--- config.mk ---
export PLATFORM = sky130hd
export DESIGN_NAME = cfgwin_decoder
export DESIGN_NICKNAME = d
export VERILOG_FILES = /design/src/rtl/cfgwin_pkg.sv /design/src/rtl/cfgwin_regs.sv /design/src/rtl/cfgwin_decode.sv /design/src/rtl/cfgwin_lanes.sv /design/src/rtl/cfgwin_decoder.sv
export SDC_FILE = /design/constraint.sdc
export NUM_CORES = 1
export LEC_CHECK = 0
export BUFFER_PORTS_ARGS = -buffer_cell sky130_fd_sc_hd__buf_2
export CAP_MARGIN = 40
export CORE_AREA = 3 3 102 104
export CTS_BUF_LIST = sky130_fd_sc_hd__clkbuf_16
export DETAILED_ROUTE_END_ITERATION = 8
export DIE_AREA = 0 0 105 107
export GPL_TIMING_DRIVEN = 0
export PLACE_DENSITY = 0.7
export REMOVE_ABC_BUFFERS = 1
export SYNTH_ARGS = -nofsm -noshare
export SYNTH_HDL_FRONTEND = slang
export SYNTH_SLANG_ARGS = --single-unit
--- constraint.sdc ---
create_clock -name clk -period 2.7 [get_ports clk]
set_input_delay 0.405 -clock clk [delete_from_list [all_inputs] [get_ports clk]]
set_output_delay 0.405 -clock clk [all_outputs]
set_load 0.05 [all_outputs]
--- src/rtl/cfgwin_pkg.sv ---
package cfgwin_pkg;
    localparam int ADDR_W   = 16;
    localparam int DATA_W   = 32;
    localparam int PORT_W   = 8;
    localparam int DEV_W    = 4;
    localparam int REG_W    = 8;
    localparam int FUNC_W   = 3;
    localparam int LANES    = DATA_W / 8;
    localparam int OFF_W    = $clog2(LANES);
    localparam int WTAG_W   = ADDR_W - DEV_W - REG_W;
    localparam int DWIDX_W  = REG_W - OFF_W;

    typedef enum logic [1:0] {
        SZ_BYTE  = 2'd0,
        SZ_WORD  = 2'd1,
        SZ_DWORD = 2'd2
    } io_size_e;

    typedef enum logic [2:0] {
        RT_FWD,
        RT_ENABLE,
        RT_TARGET,
        RT_SELECT,
        RT_CONFIG,
        RT_MISALIGN
    } route_e;

    typedef struct packed {
        logic [PORT_W-1:0] enable;
        logic [PORT_W-1:0] target;
        logic              other_mode;
    } regs_t;
endpackage

--- src/rtl/cfgwin_regs.sv ---
module cfgwin_regs import cfgwin_pkg::*; (
    input  logic              clk,
    input  logic              rst_n,
    input  logic              wr_enable,
    input  logic              wr_target,
    input  logic              wr_select,
    input  logic [PORT_W-1:0] wbyte,
    output regs_t             regs_q
);
    regs_t r_d, r_q;

    always_comb begin
        r_d = r_q;
        if (wr_enable) r_d.enable     = wbyte;
        if (wr_target) r_d.target     = wbyte;
        if (wr_select) r_d.other_mode = (wbyte != '0);
    end

    always_ff @(posedge clk or negedge rst_n) begin
        if (!rst_n) r_q <= '0;
        else        r_q <= r_d;
    end

    assign regs_q = r_q;


    enable_capture_chk: assert property (@(posedge clk) disable iff (!rst_n)
        wr_enable |=> r_q.enable == $past(wbyte));

    target_capture_chk: assert property (@(posedge clk) disable iff (!rst_n)
        wr_target |=> r_q.target == $past(wbyte));

    enable_hold_chk: assert property (@(posedge clk) disable iff (!rst_n)
        !wr_enable |=> $stable(r_q.enable));

    select_capture_chk: assert property (@(posedge clk) disable iff (!rst_n)
        wr_select |=> r_q.other_mode == ($past(wbyte) != '0));
endmodule

--- src/rtl/cfgwin_decode.sv ---
module cfgwin_decode import cfgwin_pkg::*; #(
    parameter logic [ADDR_W-1:0] ENABLE_PORT = 16'hCF8,
    parameter logic [ADDR_W-1:0] TARGET_PORT = 16'hCFA,
    parameter logic [ADDR_W-1:0] SELECT_PORT = 16'hCFB,
    parameter logic [WTAG_W-1:0] WIN_TAG     = 4'hC
) (
    input  logic              wr,
    input  logic [ADDR_W-1:0] addr,
    input  io_size_e          size,
    input  regs_t             regs,
    output route_e            route
);
    logic win_open, in_win, aligned, is_byte, active;

    always_comb begin
        active   = !regs.other_mode;
        win_open = active && (regs.enable[PORT_W-1 -: 4] != '0);
        in_win   = (addr[ADDR_W-1 -: WTAG_W] == WIN_TAG);
        is_byte  = (size == SZ_BYTE);
        case (size)
            SZ_BYTE: aligned = 1'b1;
            SZ_WORD: aligned = !addr[0];
            default: aligned = (addr[OFF_W-1:0] == '0);
        endcase

        if (wr && is_byte && addr == SELECT_PORT)
            route = RT_SELECT;
        else if (active && is_byte && addr == ENABLE_PORT)
            route = RT_ENABLE;
        else if (active && is_byte && addr == TARGET_PORT)
            route = RT_TARGET;
        else if (win_open && in_win)
            route = aligned ? RT_CONFIG : RT_MISALIGN;
        else
            route = RT_FWD;
    end
endmodule

--- src/rtl/cfgwin_lanes.sv ---
module cfgwin_lanes import cfgwin_pkg::*; (
    input  io_size_e          size,
    input  logic [OFF_W-1:0]  off,
    input  logic [DATA_W-1:0] wdata,
    input  logic [DATA_W-1:0] rdata_raw,
    output logic [LANES-1:0]  be,
    output logic [DATA_W-1:0] wdata_lanes,
    output logic [DATA_W-1:0] rdata_just,
    output logic [DATA_W-1:0] size_mask
);
    logic [LANES-1:0]  be_base;
    logic [DATA_W-1:0] lane_mask;

    always_comb begin
        case (size)
            SZ_BYTE: be_base = LANES'(1);
            SZ_WORD: be_base = LANES'(3);
            default: be_base = '1;
        endcase
        be = be_base << off;
    end

    for (genvar i = 0; i < LANES; i++) begin : g_lane
        assign lane_mask[8*i +: 8] = {8{be[i]}};
        assign size_mask[8*i +: 8] = {8{be_base[i]}};
    end

    assign wdata_lanes = (wdata << {off, 3'b000}) & lane_mask;
    assign rdata_just  = (rdata_raw >> {off, 3'b000}) & size_mask;
endmodule

--- src/rtl/cfgwin_decoder.sv ---
module cfgwin_decoder import cfgwin_pkg::*; #(
    parameter logic [ADDR_W-1:0] ENABLE_PORT = 16'hCF8,
    parameter logic [ADDR_W-1:0] TARGET_PORT = 16'hCFA,
    parameter logic [ADDR_W-1:0] SELECT_PORT = 16'hCFB,
    parameter logic [WTAG_W-1:0] WIN_TAG     = 4'hC
) (
    input  logic               clk,
    input  logic               rst_n,
    input  logic               cpu_req,
    input  logic               cpu_wr,
    input  logic [ADDR_W-1:0]  cpu_addr,
    input  logic [1:0]         cpu_size,
    input  logic [DATA_W-1:0]  cpu_wdata,
    output logic [DATA_W-1:0]  cpu_rdata,
    output logic               cfg_req,
    output logic               cfg_wr,
    output logic [PORT_W-1:0]  cfg_bus,
    output logic [DEV_W-1:0]   cfg_dev,
    output logic [FUNC_W-1:0]  cfg_func,
    output logic [DWIDX_W-1:0] cfg_dword,
    output logic [LANES-1:0]   cfg_be,
    output logic [DATA_W-1:0]  cfg_wdata,
    input  logic [DATA_W-1:0]  cfg_rdata,
    input  logic               cfg_present,
    output logic               fwd_req,
    output logic               fwd_wr,
    output logic [ADDR_W-1:0]  fwd_addr,
    output logic [1:0]         fwd_size,
    output logic [DATA_W-1:0]  fwd_wdata,
    input  logic [DATA_W-1:0]  fwd_rdata
);
    io_size_e          size;
    route_e            route;
    regs_t             regs;
    logic              do_wr;
    logic [DATA_W-1:0] rdata_just, size_mask;

    assign size  = io_size_e'(cpu_size);
    assign do_wr = cpu_req && cpu_wr;

    cfgwin_decode #(
        .ENABLE_PORT(ENABLE_PORT), .TARGET_PORT(TARGET_PORT),
        .SELECT_PORT(SELECT_PORT), .WIN_TAG(WIN_TAG)
    ) u_decode (
        .wr(cpu_wr), .addr(cpu_addr), .size(size), .regs(regs), .route(route)
    );

    cfgwin_regs u_regs (
        .clk(clk), .rst_n(rst_n),
        .wr_enable(do_wr && route == RT_ENABLE),
        .wr_target(do_wr && route == RT_TARGET),
        .wr_select(do_wr && route == RT_SELECT),
        .wbyte(cpu_wdata[PORT_W-1:0]),
        .regs_q(regs)
    );

    cfgwin_lanes u_lanes (
        .size(size), .off(cpu_addr[OFF_W-1:0]), .wdata(cpu_wdata),
        .rdata_raw(cfg_rdata), .be(cfg_be), .wdata_lanes(cfg_wdata),
        .rdata_just(rdata_just), .size_mask(size_mask)
    );

    assign cfg_req   = cpu_req && route == RT_CONFIG;
    assign cfg_wr    = cpu_wr;
    assign cfg_bus   = regs.target;
    assign cfg_dev   = cpu_addr[REG_W +: DEV_W];
    assign cfg_func  = regs.enable[FUNC_W:1];
    assign cfg_dword = cpu_addr[REG_W-1:OFF_W];

    assign fwd_req   = cpu_req && route == RT_FWD;
    assign fwd_wr    = cpu_wr;
    assign fwd_addr  = cpu_addr;
    assign fwd_size  = cpu_size;
    assign fwd_wdata = cpu_wdata;

    always_comb begin
        case (route)
            RT_ENABLE:   cpu_rdata = DATA_W'(regs.enable);
            RT_TARGET:   cpu_rdata = DATA_W'(regs.target);
            RT_CONFIG:   cpu_rdata = cfg_present ? rdata_just : size_mask;
            RT_MISALIGN: cpu_rdata = size_mask;
            RT_FWD:      cpu_rdata = fwd_rdata;
            default:     cpu_rdata = '0;
        endcase
    end


    route_excl_chk: assert property (@(posedge clk) disable iff (!rst_n)
        !(cfg_req && fwd_req));

    cfg_needs_open_chk: assert property (@(posedge clk) disable iff (!rst_n)
        cfg_req |-> (regs.enable[PORT_W-1 -: 4] != '0) && !regs.other_mode);

    cfg_lane_count_chk: assert property (@(posedge clk) disable iff (!rst_n)
        cfg_req |-> ($countones(cfg_be) == 1 || $countones(cfg_be) == 2 ||
                     $countones(cfg_be) == LANES));

    cfg_in_window_chk: assert property (@(posedge clk) disable iff (!rst_n)
        cfg_req |-> cpu_addr[ADDR_W-1 -: WTAG_W] == WIN_TAG);

    select_not_fwd_chk: assert property (@(posedge clk) disable iff (!rst_n)
        (cpu_req && cpu_wr && cpu_size == 2'd0 && cpu_addr == SELECT_PORT) |-> !fwd_req);
endmodule

* Yosys cells after proc, flatten, opt, wreduce, memory -nomap -nowiden
Index checks and enable logic that the tools add are counted.
Cells by class: mux-type cells 9, bitwise logic cells 2, eq/ne operators 10, shift-type cells 3, reduce and logical (&&, ||, !) cells 20
Operators by type and width (count):
- case mux 32 bit (5 select lines) | 1
- bitwise AND 32 bit | 2
- == test 16 x 12 -> 1 bit (second input constant) | 3
- two-way mux 32 bit | 1
- << shifter 32 x 5 -> 32 bit | 1
- >> shifter 32 x 5 -> 32 bit | 1
- logical AND 1 bit | 13
- two-way mux 3 bit | 4
- case mux 4 bit (2 select lines) | 1
- nonzero test 8 bit | 1
- == test 3 x 2 -> 1 bit (second input constant) | 2
- == test 3 bit (second input constant) | 2
- == test 4 bit (second input constant) | 1
- logical NOT 2 bit | 2
- nonzero test 4 bit | 1
- << shifter 4 x 2 -> 4 bit | 1
- == test 3 x 1 -> 1 bit (second input constant) | 1
- logical NOT 3 bit | 1
- == test 2 x 1 -> 1 bit (second input constant) | 1
- logical NOT 1 bit | 2
- case mux 1 bit (2 select lines) | 1
- two-way mux 1 bit | 1
Word-level totals: word-level logic and storage cells 47, register bits 17, output and inout bits 143

* Longest topological paths before layout
depth in word-level cells 9, depth in mapped cells 6

* Modules after synthesis
A second synthesis with hierarchy kept.
Unflattened totals: cell total of the unflattened synthesis 464, area, all modules 3860.0 sq um
By module, submodules not included:
- cfgwin_lanes | area an instance 1514.0 sq um, instances 1, sequential area each 0.0 sq um, cells each 215
- cfgwin_decoder | area an instance 1490.2 sq um, instances 1, sequential area each 0.0 sq um, cells each 192
- cfgwin_regs | area an instance 715.7 sq um, instances 1, sequential area each 425.4 sq um, cells each 40
- cfgwin_decode | area an instance 140.1 sq um, instances 1, sequential area each 0.0 sq um, cells each 17

* Least setup slack after synthesis
Ideal clock, no wire load.
kind input -> output, from input cpu_addr[1], to output cfg_wdata[29], buffers on the path 3, data arrival time 2556 ps, stages 5, setup slack -261 ps, data required time 2295 ps, cell sequence buf_2 > buf_4 > buf_1 > a211oi_1 > a211oi_1
Between the ends: longest elaborated chain between the ends 2, elaborated cells between the ends (all ways) 3, classes of those cells shift: 2; bitwise: 1
RTL lines:
- from (decl) | RTL line cfgwin_decoder.sv:11 | input logic [ADDR_W-1:0] cpu_addr,
- << shifter 32 x 5 -> 32 bit or << shifter 4 x 2 -> 4 bit (tied branches) | RTL line cfgwin_lanes.sv:28, cfgwin_lanes.sv:20
- bitwise AND 32 bit (*) | RTL line cfgwin_lanes.sv:28 | assign wdata_lanes = (wdata << {off, 3'b000}) & lane_mask;
- to (decl) | RTL line cfgwin_decoder.sv:22 | output logic [DATA_W-1:0] cfg_wdata,
Mark *: on every way between the ends. The rest lies on a longest branch, timed or not.

* Final worst setup path
from register u_regs.r_q, in the netlist u_regs.regs_q[14], to output cpu_rdata[23]
Between the ends: longest elaborated chain between the ends 9, elaborated cells between the ends (all ways) 13, classes of those cells eq/ne: 4; mux: 5; reduce/logical: 4
RTL lines:
- from (decl) | RTL line cfgwin_regs.sv:10 | regs_t r_d, r_q;
- from (signal assigned) | RTL line cfgwin_regs.sv:21 | else r_q <= r_d;
- nonzero test 4 bit (*) | RTL line cfgwin_decode.sv:17 | win_open = active && (regs.enable[PORT_W-1 -: 4] != '0);
- logical AND 1 bit (*) | RTL line cfgwin_decode.sv:17
- logical AND 1 bit (*) | RTL line cfgwin_decode.sv:32 | else if (win_open && in_win)
- two-way mux 3 bit (*) | RTL line cfgwin_decode.sv:32
- two-way mux 3 bit (*) | RTL line cfgwin_decode.sv:30 | else if (active && is_byte && addr == TARGET_PORT)
- two-way mux 3 bit (*) | RTL line cfgwin_decode.sv:28 | else if (active && is_byte && addr == ENABLE_PORT)
- two-way mux 3 bit (*) | RTL line cfgwin_decode.sv:26 | if (wr && is_byte && addr == SELECT_PORT)
- == test 3 bit, or another cell as far along | RTL line cfgwin_decoder.sv:77 | case (route)
- case mux 32 bit (5 select lines) (*) | RTL line cfgwin_decoder.sv:77
- to (decl) | RTL line cfgwin_decoder.sv:14 | output logic [DATA_W-1:0] cpu_rdata,
Marked as above.

==> results.md <==
- Status: finished, final reports clean
- Slew Limit Fails: 0
- Core Area: 0.009639 sq mm
- Initial Util: 0.3289
- I/O Buffers: 261
- VDD IR max: 0.3044 mV
- Routed Antenna Nets: 0
- Insertion delay to the later sink of the worst-skew pair: 0.24 ns
- Mean post-synth cell area: 7.790 sq um
- Worst-Margin Slew: 0.8726 ns
- Die Width: 105 um
- Tmin final: 2.631 ns
- Worst Skew: 0.003057 ns
- Vias in the first global route: 3686
- Crit path max fanout: 9
- Placer Congestion: 0.8092
- Drt wl/cell: 17.98 um
- Gr ovfl total: 0
- Worst reg2reg path endpoint: u_regs.regs_q[3]
- Max_cap viols: 0
- Post-Synthesis Cells: 407
- Area grow syn2layout: 34.10%
- Number of synthesized flops with an enable pin: 0
- R2R Setup Slk: 1.25 ns
- Die area: 0.01124 sq mm
- CTS tree: yes
- Reg2Reg Depth: 3
- Share of layout cells above drive strength 1: 0.5355
- Data arrival time of the worst path: 2.23 ns
- Most used DFF post-synth: dfrtp_1
- I/O pin count: 262
- Design area: 0.004252 sq mm
- Top-count cell post-synth: buf_4
- Ys Warns: 0
- Unrepaired setup endpoints after global routing: no
- Clk root buf: clkbuf_16
- Diodes inserted: 0
- Fmax: 380.1 MHz
- Die height: 107 um
- Reg area: 425.4 sq um
- Max reg flops: 17
- R2r startpoint: u_regs.regs_q[0]
- Area share of the largest cell type after synthesis: 0.1776
- Largest net degree at the start of global routing: 44
- Post-Route WL: 12760 um
- Total CTS buffers: 3
- Max Root-Sink Buffers: 2
- Global-route wire length before repair: 19500 um
- Slew headroom: 0.4161
- Flops & latches, synth: 17
- Kind of critical path: flop to output pin
- Top cell type by total area after synthesis: buf_4
- Worst path required time: 2.30 ns
- First drt pass iteration count: 4
- Pwr/cell area: 343.7 mW/mm^2
- Mapped cell area: 0.003171 sq mm
- Fin crit share: 0.9743
- Critical Path Sink Type: output pin
- # setup viols final: 0
- Fillers: 1009
- Placement Cell Area: 0.004046 sq mm
- Worst-path clk slew: 0.05 ns
- WL met1: 5197 um
- Drc violations: 0
- Sequential area share after synthesis: 0.1342
- Top post-synthesis cells by count: 75 x buf_4, 48 x mux2i_1, 28 x nor2_1, 24 x o211ai_1, 24 x o21ai_0
- Multi-input gate area: 0.002088 sq mm
- Total Routing Usage GR: 0.2132
- Setup ws final: 0.06939 ns
- Via count: 3749
- # rows: 36
- Initial DRC count: 209
- Synth cell types: 41
- Dpl ws: -0.2845 ns
- PnR Total Power: 0.001461 W
- Htree depth: 1
- DP Wirelength: 10200 um
- Uppermost layer routed: met4
- Initial antenna violation count: 0
- Final Hold Fails: 0
- Clock sink total: 17
- Met2 wire length: 6336 um
- Fin nets: 697
- Hold crit path type: primary input to async pin
- Met3 WL post-DR: 1083 um
- Crit start category: flop
- FFs w/ async S/R, synth: 1.000
- P_leak: 2.279 nW
- Via/cell ratio: 5.280
- Ranking of synthesized cells by area: buf_4 18%, mux2i_1 15%, dfrtp_1 13%, o211ai_1 5.7%, mux2_2 5.3%
==> cell families after synthesis <==
kind of cell / count (synthesis) / share of synthesized area
AOI/OAI and AO/OA: 118 / 0.2478
buffers and inverters: 109 / 0.2257
DFF: 17 / 0.1342
muxes: 65 / 0.2119
and+or+nand+nor: 98 / 0.1803
==> metrics by stage <==
step | util | hold WS, ns | setup TNS, ns | cells
4_1_cts | 0.4364 | 0.07566 | 0 | 709
5_1_grt | 0.4411 | 0.09542 | 0 | 710
3_3_place_gp | 0.4082 | 0.3313 | -64.53 | 694
3_5_place_dp | 0.4198 | 0.3376 | -6.910 | 700
2_1_floorplan | - | 0.1094 | -10.74 | 300
6_report | 0.4411 | 0.06913 | 0 | 710
==> cells in the final DEF, fill, tap and decap left out, types with 2 or more instances in the layout <==
| cell type | count |
|---|---|
| dfrtp_1 | 17 |
| buf_6 | 2 |
| and2_1 | 9 |
| nor2_1 | 25 |
| nand2_1 | 17 |
| buf_16 | 2 |
| nor2b_1 | 11 |
| buf_2 | 257 |
| o21ai_0 | 24 |
| a32o_1 | 8 |
| and3_1 | 2 |
| clkbuf_16 | 3 |
| mux2i_1 | 48 |
| mux2_2 | 15 |
| nand4_1 | 3 |
| a22oi_1 | 8 |
| buf_4 | 7 |
| a21oi_1 | 18 |
| o22ai_1 | 16 |
| nor4bb_2 | 2 |
| inv_1 | 2 |
| or2_2 | 2 |
| nor2_4 | 2 |
| nor2_2 | 2 |
| o211ai_1 | 24 |
| mux2_1 | 2 |
| nor4_1 | 2 |
| buf_12 | 3 |
| nand3b_1 | 10 |
| a211oi_1 | 16 |
| o21a_1 | 2 |
==> cell type report <==
class                   instances  area share
well taps                     133     0.03914
inverters                       2    0.001766
clock buffers                   3     0.01766
clock inverters                 1    0.001177
flip-flops and latches         17      0.1001
repair buffers                272      0.3490
multi-input cells             282      0.4912
==> report_power, final <==
part | internal (W) | switching (W) | total (W)
Combinational | 0.000250 | 0.000667 | 0.000917
Clock | 0.000198 | 0.0000908 | 0.000289
Sequential | 0.000255 | 0.0000000118 | 0.000255
==> worst max-delay path by stage <==
stage / slack [ns] / endpoint / cells after the start / start
5_1_grt: 0.001 / cfg_wdata[22] / 6 / cpu_addr[0]
2_1_floorplan: -0.83 / cfg_req / 3 / cpu_addr[0]
3_5_place_dp: -0.28 / cpu_rdata[24] / 9 / cpu_addr[0]
6_report: 0.07 / cpu_rdata[23] / 5 / u_regs.regs_q[14]
4_1_cts: 0.02 / cpu_rdata[23] / 5 / u_regs.regs_q[14]
3_3_place_gp: -1.83 / cpu_rdata[7] / 6 / cpu_addr[1]
==> layer usage <==
| metal | global-route usage | vias to the layer above |
|---|---|---|
| li1 | - | 1777 |
| met1 | 0.2682 | 1761 |
| met5 | 0 | - |
| met4 | 0.04499 | 0 |
| met3 | 0.03672 | 10 |
| met2 | 0.3818 | 201 |
==> timing repair <==
item / in CTS / in global routing
resized for setup: 7 / 11
cloned: 1 / 0
hold buffers: 0 / 0
pin swaps: 2 / 1
buffers inserted: 4 / 1
endpoints found under the setup margin: 34 / 33
==> critical path, cell delays in order, from the launching register on <==
cell and delay (ns):
dfrtp_1 0.39, or4_4 0.58, and3b_1 0.30, and2_4 0.24
a32o_1 0.24, buf_2 0.22
No activity file was read; power rests on OpenSTA's default activity.
